[config.mk]
export PLATFORM = sky130hd
export DESIGN_NAME = dma_readback
export DESIGN_NICKNAME = d
export VERILOG_FILES = /design/src/rtl/dma_rb_pkg.sv /design/src/rtl/rb_status.sv /design/src/rtl/rb_pack.sv /design/src/rtl/rb_buffer.sv /design/src/rtl/dma_readback.sv
export SDC_FILE = /design/constraint.sdc
export NUM_CORES = 1
export LEC_CHECK = 0
export ABC_AREA = 1
export BUFFER_PORTS_ARGS = -buffer_cell sky130_fd_sc_hd__buf_4
export CORE_MARGIN = 2
export CORE_UTILIZATION = 35
export DETAILED_ROUTE_END_ITERATION = 8
export GPL_ROUTABILITY_DRIVEN = 0
export PLACE_DENSITY = 0.53
export SYNTH_ARGS = -nofsm -noshare
export SYNTH_HDL_FRONTEND = slang
export SYNTH_SLANG_ARGS = --single-unit
[constraint.sdc]
create_clock -name clk -period 18.1 [get_ports clk]
set_clock_uncertainty 0.15 [all_clocks]
set_input_delay 0.905 -clock clk [delete_from_list [all_inputs] [get_ports clk]]
set_output_delay 0.905 -clock clk [all_outputs]
set_load 0.01 [all_outputs]
[src/rtl/dma_rb_pkg.sv]
package dma_rb_pkg;
  localparam int BYTE_W = 8;
  localparam int WORD_W = 2 * BYTE_W;
  localparam int SRC_N  = 7;
  localparam int CNT_W  = $clog2(SRC_N + 1);
  localparam int STAT_RDY_BIT   = 1;
  localparam int STAT_IRQ_BIT   = 3;
  localparam int STAT_MATCH_BIT = 4;
  localparam int STAT_EOB_BIT   = 5;
  localparam logic [SRC_N-1:0] STATUS_ONLY_MASK = 7'h01;
  typedef logic [BYTE_W-1:0] rb_byte_t;
endpackage

[src/rtl/rb_status.sv]
module rb_status
  import dma_rb_pkg::*;
(
  input  logic     clk,
  input  logic     rst_n,
  input  logic     set_match,
  input  logic     set_eob,
  input  logic     reinit,
  input  logic     ready,
  input  logic     irq_pending,
  output rb_byte_t status_byte
);
  logic match_n_q, match_n_d;
  logic eob_n_q, eob_n_d;
  logic flag_en;

  assign flag_en = set_match | set_eob | reinit;

  always_comb begin
    match_n_d = match_n_q;
    eob_n_d   = eob_n_q;
    if (reinit) begin
      match_n_d = 1'b1;
      eob_n_d   = 1'b1;
    end
    if (set_match) match_n_d = 1'b0;
    if (set_eob)   eob_n_d   = 1'b0;
  end

  always_ff @(posedge clk or negedge rst_n) begin
    if (!rst_n) begin
      match_n_q <= 1'b1;
      eob_n_q   <= 1'b1;
    end else if (flag_en) begin
      match_n_q <= match_n_d;
      eob_n_q   <= eob_n_d;
    end
  end

  always_comb begin
    status_byte                 = '0;
    status_byte[STAT_RDY_BIT]   = ~ready;
    status_byte[STAT_IRQ_BIT]   = ~irq_pending;
    status_byte[STAT_MATCH_BIT] = match_n_q;
    status_byte[STAT_EOB_BIT]   = eob_n_q;
  end

  p_match_set_r2: assert property (@(posedge clk) disable iff (!rst_n)
    set_match |=> !status_byte[STAT_MATCH_BIT]);
  p_eob_set_r2: assert property (@(posedge clk) disable iff (!rst_n)
    set_eob |=> !status_byte[STAT_EOB_BIT]);
  p_reinit_r3: assert property (@(posedge clk) disable iff (!rst_n)
    (reinit && !set_match && !set_eob) |=>
      (status_byte[STAT_MATCH_BIT] && status_byte[STAT_EOB_BIT]));
endmodule

[src/rtl/rb_pack.sv]
module rb_pack
  import dma_rb_pkg::*;
(
  input  logic [SRC_N-1:0]        mask,
  input  logic [SRC_N*BYTE_W-1:0] src_flat,
  output logic [SRC_N*BYTE_W-1:0] packed_flat,
  output logic [CNT_W-1:0]        fill_cnt
);
  always_comb begin
    logic [CNT_W-1:0] pos;
    pos         = '0;
    packed_flat = '0;
    for (int k = 0; k < SRC_N; k++) begin
      if (mask[k]) begin
        packed_flat[pos*BYTE_W +: BYTE_W] = src_flat[k*BYTE_W +: BYTE_W];
        pos = pos + 1'b1;
      end
    end
    fill_cnt = pos;
  end
endmodule

[src/rtl/rb_buffer.sv]
module rb_buffer
  import dma_rb_pkg::*;
(
  input  logic                    clk,
  input  logic                    rst_n,
  input  logic                    load,
  input  logic [SRC_N*BYTE_W-1:0] load_data,
  input  logic [CNT_W-1:0]        load_cnt,
  input  logic                    rd_en,
  input  rb_byte_t                live_status,
  output rb_byte_t                rd_data
);
  logic [SRC_N*BYTE_W-1:0] store_q;
  logic [CNT_W-1:0]        cnt_q;
  logic [CNT_W-1:0]        ptr_q, ptr_d;
  logic                    ptr_en;
  logic                    step;

  assign step   = rd_en && (cnt_q != '0);
  assign ptr_en = load | step;

  always_comb begin
    ptr_d = ptr_q;
    if (load)                           ptr_d = '0;
    else if (step && (ptr_q + 1'b1 == cnt_q)) ptr_d = '0;
    else if (step)                      ptr_d = ptr_q + 1'b1;
  end

  always_ff @(posedge clk or negedge rst_n) begin
    if (!rst_n) begin
      store_q <= '0;
      cnt_q   <= '0;
    end else if (load) begin
      store_q <= load_data;
      cnt_q   <= load_cnt;
    end
  end

  always_ff @(posedge clk or negedge rst_n) begin
    if (!rst_n)      ptr_q <= '0;
    else if (ptr_en) ptr_q <= ptr_d;
  end

  assign rd_data = (cnt_q == '0) ? live_status : store_q[ptr_q*BYTE_W +: BYTE_W];

  p_ptr_range_r5: assert property (@(posedge clk) disable iff (!rst_n)
    (cnt_q != '0) |-> (ptr_q < cnt_q));
  p_wrap_r5: assert property (@(posedge clk) disable iff (!rst_n)
    (!load && rd_en && cnt_q != '0 && ptr_q + 1'b1 == cnt_q) |=> (ptr_q == '0));
  p_load_ptr_r9: assert property (@(posedge clk) disable iff (!rst_n)
    load |=> (ptr_q == '0));
  p_hold_r8: assert property (@(posedge clk) disable iff (!rst_n)
    !load |=> ($stable(store_q) && $stable(cnt_q)));
endmodule

[src/rtl/dma_readback.sv]
module dma_readback
  import dma_rb_pkg::*;
(
  input  logic              clk,
  input  logic              rst_n,
  input  logic              cmd_refill,
  input  logic              cmd_status,
  input  logic              cmd_reinit,
  input  logic              mask_wr,
  input  logic [SRC_N-1:0]  mask_in,
  input  logic              set_match,
  input  logic              set_eob,
  input  logic              ready,
  input  logic              irq_pending,
  input  logic [WORD_W-1:0] byte_count,
  input  logic [WORD_W-1:0] addr_a,
  input  logic [WORD_W-1:0] addr_b,
  input  logic              rd_en,
  output logic [BYTE_W-1:0] rd_data
);
  rb_byte_t                status_byte;
  logic [SRC_N-1:0]        mask_q, mask_d;
  logic                    mask_en;
  logic                    refill;
  logic [SRC_N*BYTE_W-1:0] src_flat;
  logic [SRC_N*BYTE_W-1:0] packed_flat;
  logic [CNT_W-1:0]        fill_cnt;

  rb_status u_status (
    .clk         (clk),
    .rst_n       (rst_n),
    .set_match   (set_match),
    .set_eob     (set_eob),
    .reinit      (cmd_reinit),
    .ready       (ready),
    .irq_pending (irq_pending),
    .status_byte (status_byte)
  );

  assign mask_en = cmd_status | mask_wr;
  assign refill  = cmd_status | mask_wr | cmd_refill;

  always_comb begin
    if (cmd_status)   mask_d = STATUS_ONLY_MASK;
    else if (mask_wr) mask_d = mask_in;
    else              mask_d = mask_q;
  end

  always_ff @(posedge clk or negedge rst_n) begin
    if (!rst_n)       mask_q <= '0;
    else if (mask_en) mask_q <= mask_d;
  end

  assign src_flat = {addr_b, addr_a, byte_count, status_byte};

  rb_pack u_pack (
    .mask        (mask_d),
    .src_flat    (src_flat),
    .packed_flat (packed_flat),
    .fill_cnt    (fill_cnt)
  );

  rb_buffer u_buffer (
    .clk         (clk),
    .rst_n       (rst_n),
    .load        (refill),
    .load_data   (packed_flat),
    .load_cnt    (fill_cnt),
    .rd_en       (rd_en),
    .live_status (status_byte),
    .rd_data     (rd_data)
  );

  p_status_mask_r7: assert property (@(posedge clk) disable iff (!rst_n)
    cmd_status |=> (mask_q == STATUS_ONLY_MASK));
  p_mask_store_r9: assert property (@(posedge clk) disable iff (!rst_n)
    (mask_wr && !cmd_status) |=> (mask_q == $past(mask_in)));
  p_mask_hold_r9: assert property (@(posedge clk) disable iff (!rst_n)
    (!mask_wr && !cmd_status) |=> $stable(mask_q));
endmodule

---- After elaboration in Yosys (flattened, before gate mapping) ----
Cells that the tools add are included.
operators by class
  shift operators ......................... 13
  reductions and logical operators ........ 10
  $add $sub $neg .......................... 13
  equal/unequal tests ..................... 1
  muxes and demuxes ....................... 29
  bitwise gates (word level) .............. 7
operator list
  operator                                                                  count
  56-bit bitwise mux                                                        6
  56-bit two-way mux                                                        6
  8-bit by 34-bit variable shift with 56-bit output (first input constant)  6
  8-bit by 34-bit variable part select with 56-bit output                   6
  6-bit negator with 34-bit output                                          5
  56-bit by 7-bit variable part select with 8-bit output                    1
  4-bit negator with 34-bit output                                          1
  3-bit two-way mux                                                         9
  3-bit by 1-bit adder with 3-bit output (second input constant)            6
  7-bit two-way mux                                                         2
  8-bit two-way mux                                                         1
  6-bit two-way mux                                                         1
  2-bit AND reduction                                                       3
  3-bit nonzero test                                                        2
  1-bit OR                                                                  5
  1-bit two-way mux                                                         4
  2-bit nonzero test                                                        2
  3-bit equality test                                                       1
  3-bit logical NOT                                                         1
  1-bit by 1-bit adder with 2-bit output (second input constant)            1
  1-bit logical AND                                                         2
  1-bit NOT                                                                 2
word-level totals
  input port bits ......................... 66
  logic and storage cells ................. 79
  flip-flop bits (word level) ............. 71
  output and inout port bits .............. 8

---- Depth between registers and ports, before layout ----
  depth in word-level cells ............... 17
  gate-level depth with buffers ........... 33
  depth with buffers taken out ............ 29

---- Hierarchy ----
A second synthesis with hierarchy kept.
second synthesis, totals
  cell total of the unflattened synthesis .. 1349
  area total of the unflattened synthesis .. 7747.4 um2
modules (own cells, without submodules)
  module        area each (um2)  cells each  times used  sequential area each (um2)
  rb_pack       4194.0           865         1           0.0
  rb_buffer     3093.0           428         1           1551.5
  dma_readback  336.6            41          1           175.2
  rb_status     123.9            15          1           52.6

---- Least setup slack after synthesis ----
No wires, ideal clock.
  kind .................................... in2reg
  start point ............................. input port mask_wr
  end point ............................... register u_buffer.store_q[53]
  setup time .............................. 0.066 ns
  arrival ................................. 6.301 ns
  buffers on the path ..................... 5
  cell stages on the path ................. 31
  path slack .............................. 11.584 ns
  cells stage by stage .................... buf_6 inv_4 nand2_1 a21oi_1 inv_1 ha_1 clkbuf_1 inv_1 nand2_2 nand2_4 buf_2 ha_1 clkbuf_1 inv_1 nand2_1 nand2_1 o21ai_0 ha_1 clkbuf_1 nand2_1 nand2_1 inv_1 ha_1 ha_1 nor2_1 inv_1 nor2_1 nand2_1 nand3_1 nand3_1 nand2_1
on the way
  elaborated cells on any way between the ends .. 45
  classes of those cells .................. add/sub: 11; shift: 12; mux: 20; bitwise: 2
RTL lines
  item                                                                                        line                          RTL
  start: declaration                                                                          dma_readback.sv:9             input logic mask_wr,
  7-bit two-way mux *                                                                         dma_readback.sv:45            else if (mask_wr) mask_d = mask_in;
  7-bit two-way mux *                                                                         dma_readback.sv:44            if (cmd_status) mask_d = STATUS_ONLY_MASK;
  named net mask_d[1]                                                                         dma_readback.sv:22            logic [SRC_N-1:0] mask_q, mask_d;
  3-bit two-way mux                                                                           rb_pack.sv:14                 if (mask[k]) begin
  3-bit by 1-bit adder with 3-bit output or 6-bit negator with 34-bit output (tied branches)  rb_pack.sv:16, rb_pack.sv:15
  3-bit two-way mux (tied with other cells)                                                   rb_pack.sv:14
  3-bit by 1-bit adder with 3-bit output (tied with other cells)                              rb_pack.sv:16                 pos = pos + 1'b1;
  3-bit two-way mux (tied with other cells)                                                   rb_pack.sv:14
  3-bit by 1-bit adder with 3-bit output (tied with other cells)                              rb_pack.sv:16
  3-bit two-way mux (tied with other cells)                                                   rb_pack.sv:14
  3-bit by 1-bit adder with 3-bit output (tied with other cells)                              rb_pack.sv:16
  3-bit two-way mux (tied with other cells)                                                   rb_pack.sv:14
  6-bit negator with 34-bit output or 56-bit bitwise mux (tied branches)                      rb_pack.sv:15                 packed_flat[pos*BYTE_W +: BYTE_W] = src_flat[k*BYTE_W +: BYTE_W];
  8-bit by 34-bit variable part select with 56-bit output (tied with other cells)             rb_pack.sv:15
  56-bit bitwise mux                                                                          rb_pack.sv:15
  56-bit two-way mux *                                                                        rb_pack.sv:14
  end signal: assignment                                                                      rb_buffer.sv:34               store_q <= load_data;
  end: declaration                                                                            rb_buffer.sv:13               logic [SRC_N*BYTE_W-1:0] store_q;
The timed path passes the listed nets; every way through them passes the cells marked *.
A chain may end at the register's enable or synchronous reset.

---- Worst setup path after layout ----
  start point ............................. input port mask_wr
  end point ............................... register u_buffer.store_q[54]
The elaborated chain is that of the path after synthesis.

==> impl_metrics.ini <==
[logic_synthesis]
yosysWarnings = 0
ys_seq_elements = 71
syn-num-nets = 1491
async_flop_share = 1.00
ys.flop_type = dfrtp_1
yosys.cell_count.top_type = nand2_1
yosysSeqAreaShare = 0.217
yosys.area.top_type = dfrtp_1
synth.area.top_cells = dfrtp_1 21%, nand2_1 19%, nand3_1 15%
synth_area_per_cell_um2 = 5.85
syn_area_mm2 = 0.00821
synthTopCellsByCount = 416 x nand2_1, 247 x nand3_1, 127 x nor2_1
syn_inst = 1403
synthDominantCellAreaShare = 0.210
synth-edff-count = 0
ys_types = 47

[route]
vias = 9953
via_per_inst = 5.71
wl_per_cell_um = 19.8
detail_route.first_pass.iterations = 5
remaining_drc_errors = 0
drt_iter0_drc = 1256
wl_um = 34400
antenna_left = 0

[grt]
grt_pass1_wl_um = 52500
track_usage = 0.280
grt_overflow = 0
antenna_found_initial = 0
grt_pass1_vias = 8976
grt_max_degree = 72

[min_path]
holdPathEnd = u_buffer.store_q[10]
holdPathStages = 2
hp-class = flip-flop to flip-flop
min-delay-start = u_buffer.store_q[10]

[clock_tree]
worst_skew_pair.late_latency_ns = 0.34
cts-resized-gates = 0
cts_buffers = 9
cts_tree = built
post_cts_buffers = 0
ctsHoldBuffers = 0
cts-root-buf = clkbuf_16
cts_sinks = 71
clk_pin_slew_ns = 0.06
h-tree-depth = 3
clockBufferDepth = 2

[timing]
fmax_mhz = 131
final.setup.tns_ns = 0
hold_viol = 0
drv_slew = 0
hold_slack_ns = 0.325
period_needed_ns = 7.63
setup_viol = 0
rsz0062_at_grt = false
relSlewSlack = 0.286
worst_pin_slew_ns = 1.07
period_share = 0.422

[finish]
final_cells = 1743
utilization = 0.395
final_nets = 1507
nFillCells = 2658
syn2layout_area_growth_pct = 11.9
design_area_mm2 = 0.00919
antenna_cells = 0
drive_above_1_share = 0.113

[setup_path]
worstPathArrival_ns = 7.76
ff2ff_path_depth = 28
crit_slowest_cell = ha_1
cp_max_fo = 17
max_stage_delay_ns = 0.65
startpoint_type = input pin
r2r_slack_ns = 10.95
endpoint_kind = flip-flop
path_class = input pin to flip-flop
timing.rr.end = u_buffer.store_q[54]
r2r_start = mask_q[1]
cpMostUsedCell = nand2_1
required_ns = 18.23

[floorplan]
die_x_um = 157
die_y_um = 157
num_io_pins = 74
core-area_mm2 = 0.0233
initial_utilization = 0.353
die_area_mm2 = 0.0247
rows = 56

[placement]
portBuffers = 73
placed_area_mm2 = 0.00886
place.detailed.hpwl_um = 27200
dpl.cell_count = 1727

[power_and_ir_drop]
vdd.ir_drop.worst_mv = 0.0479
power_leakage_nw = 4.66
pwr_density_cell_mw_per_mm2 = 71.3

[status]
status = finished clean

[run]
cap_violations = 0
==> area by class of cell <==
class                   instances  area (um^2)  share of cell area
flip-flops and latches         71         1780               0.194
clock inverters                 7          103              0.0112
clock buffers                   9          225              0.0245
inverters                     127          482              0.0524
multi-input cells            1135         5640               0.613
repair buffers                 75          563              0.0613
well taps                     319          399              0.0434
==> cell families (layout without fill, tap and decap cells) <==
group           after synthesis  count (layout)  synth area share
xor+xnor                      3               3           0.00320
flops                        71              71             0.217
buf+inv                     197             218            0.0980
fa+ha+maj                    22              22            0.0335
compound gates              158             158             0.111
simple gates                952             952             0.537
==> placed cells by master (no fill, tap or decap), types with 11 or more instances in the layout <==
| cell | instances |
|---|---|
| inv_1 | 112 |
| nand2_1 | 416 |
| nand3_2 | 11 |
| dfrtp_1 | 69 |
| nand2_2 | 17 |
| nand3_1 | 247 |
| nand4_1 | 88 |
| nor3_1 | 18 |
| buf_4 | 75 |
| ha_1 | 22 |
| nor2_1 | 126 |
| o21ai_0 | 104 |
==> through the flow <==
stage	setup WS [ns]	total power, mW
after floorplan	11.58	0.364
after global placement	10.57	0.447
after detailed placement	10.31	0.445
after CTS	10.64	0.649
after global routing	9.72	0.689
final	10.47	0.655
==> sequential cells by signal, indices dropped and copies added, names as in the netlist <==
| register | count |
|---|---|
| mask_q | 7 |
| u_buffer.cnt_q | 3 |
| u_buffer.ptr_q | 3 |
| u_buffer.store_q | 56 |
| u_status.eob_n_q | 1 |
| u_status.match_n_q | 1 |
==> how the worst max path moves through the flow <==
stage	start	end	slack (ns)	cells after the start
after global placement	mask_wr	u_buffer.store_q[50]	10.57	30
after floorplan	mask_wr	u_buffer.store_q[53]	11.58	31
after CTS	mask_wr	u_buffer.store_q[54]	10.64	30
final	mask_wr	u_buffer.store_q[54]	10.47	30
after global routing	mask_wr	u_buffer.store_q[54]	9.72	30
after detailed placement	mask_wr	u_buffer.store_q[54]	10.31	30
==> report_power, final <==
group	leakage, nW	switching [mW]	internal, mW
clock network	0.162	0.0786	0.123
logic	3.54	0.202	0.0691
registers	0.954	0.0104	0.172
==> metal layers <==
metal  global-route usage  up-vias  share of wire
met2                0.420      482           0.43
met5                    0        -              0
met3               0.0457       44          0.090
li1                     -     4753              -
met1                0.420     4674           0.46
met4               0.0623        0          0.019
==> critical path: cells and delay by family <==
kind,cells,cell delay [ns]
compound gates,2,0.72
fa+ha+maj,5,2.15
buf+inv,8,1.08
simple gates,15,2.87
(Power assumes the default switching activity.)
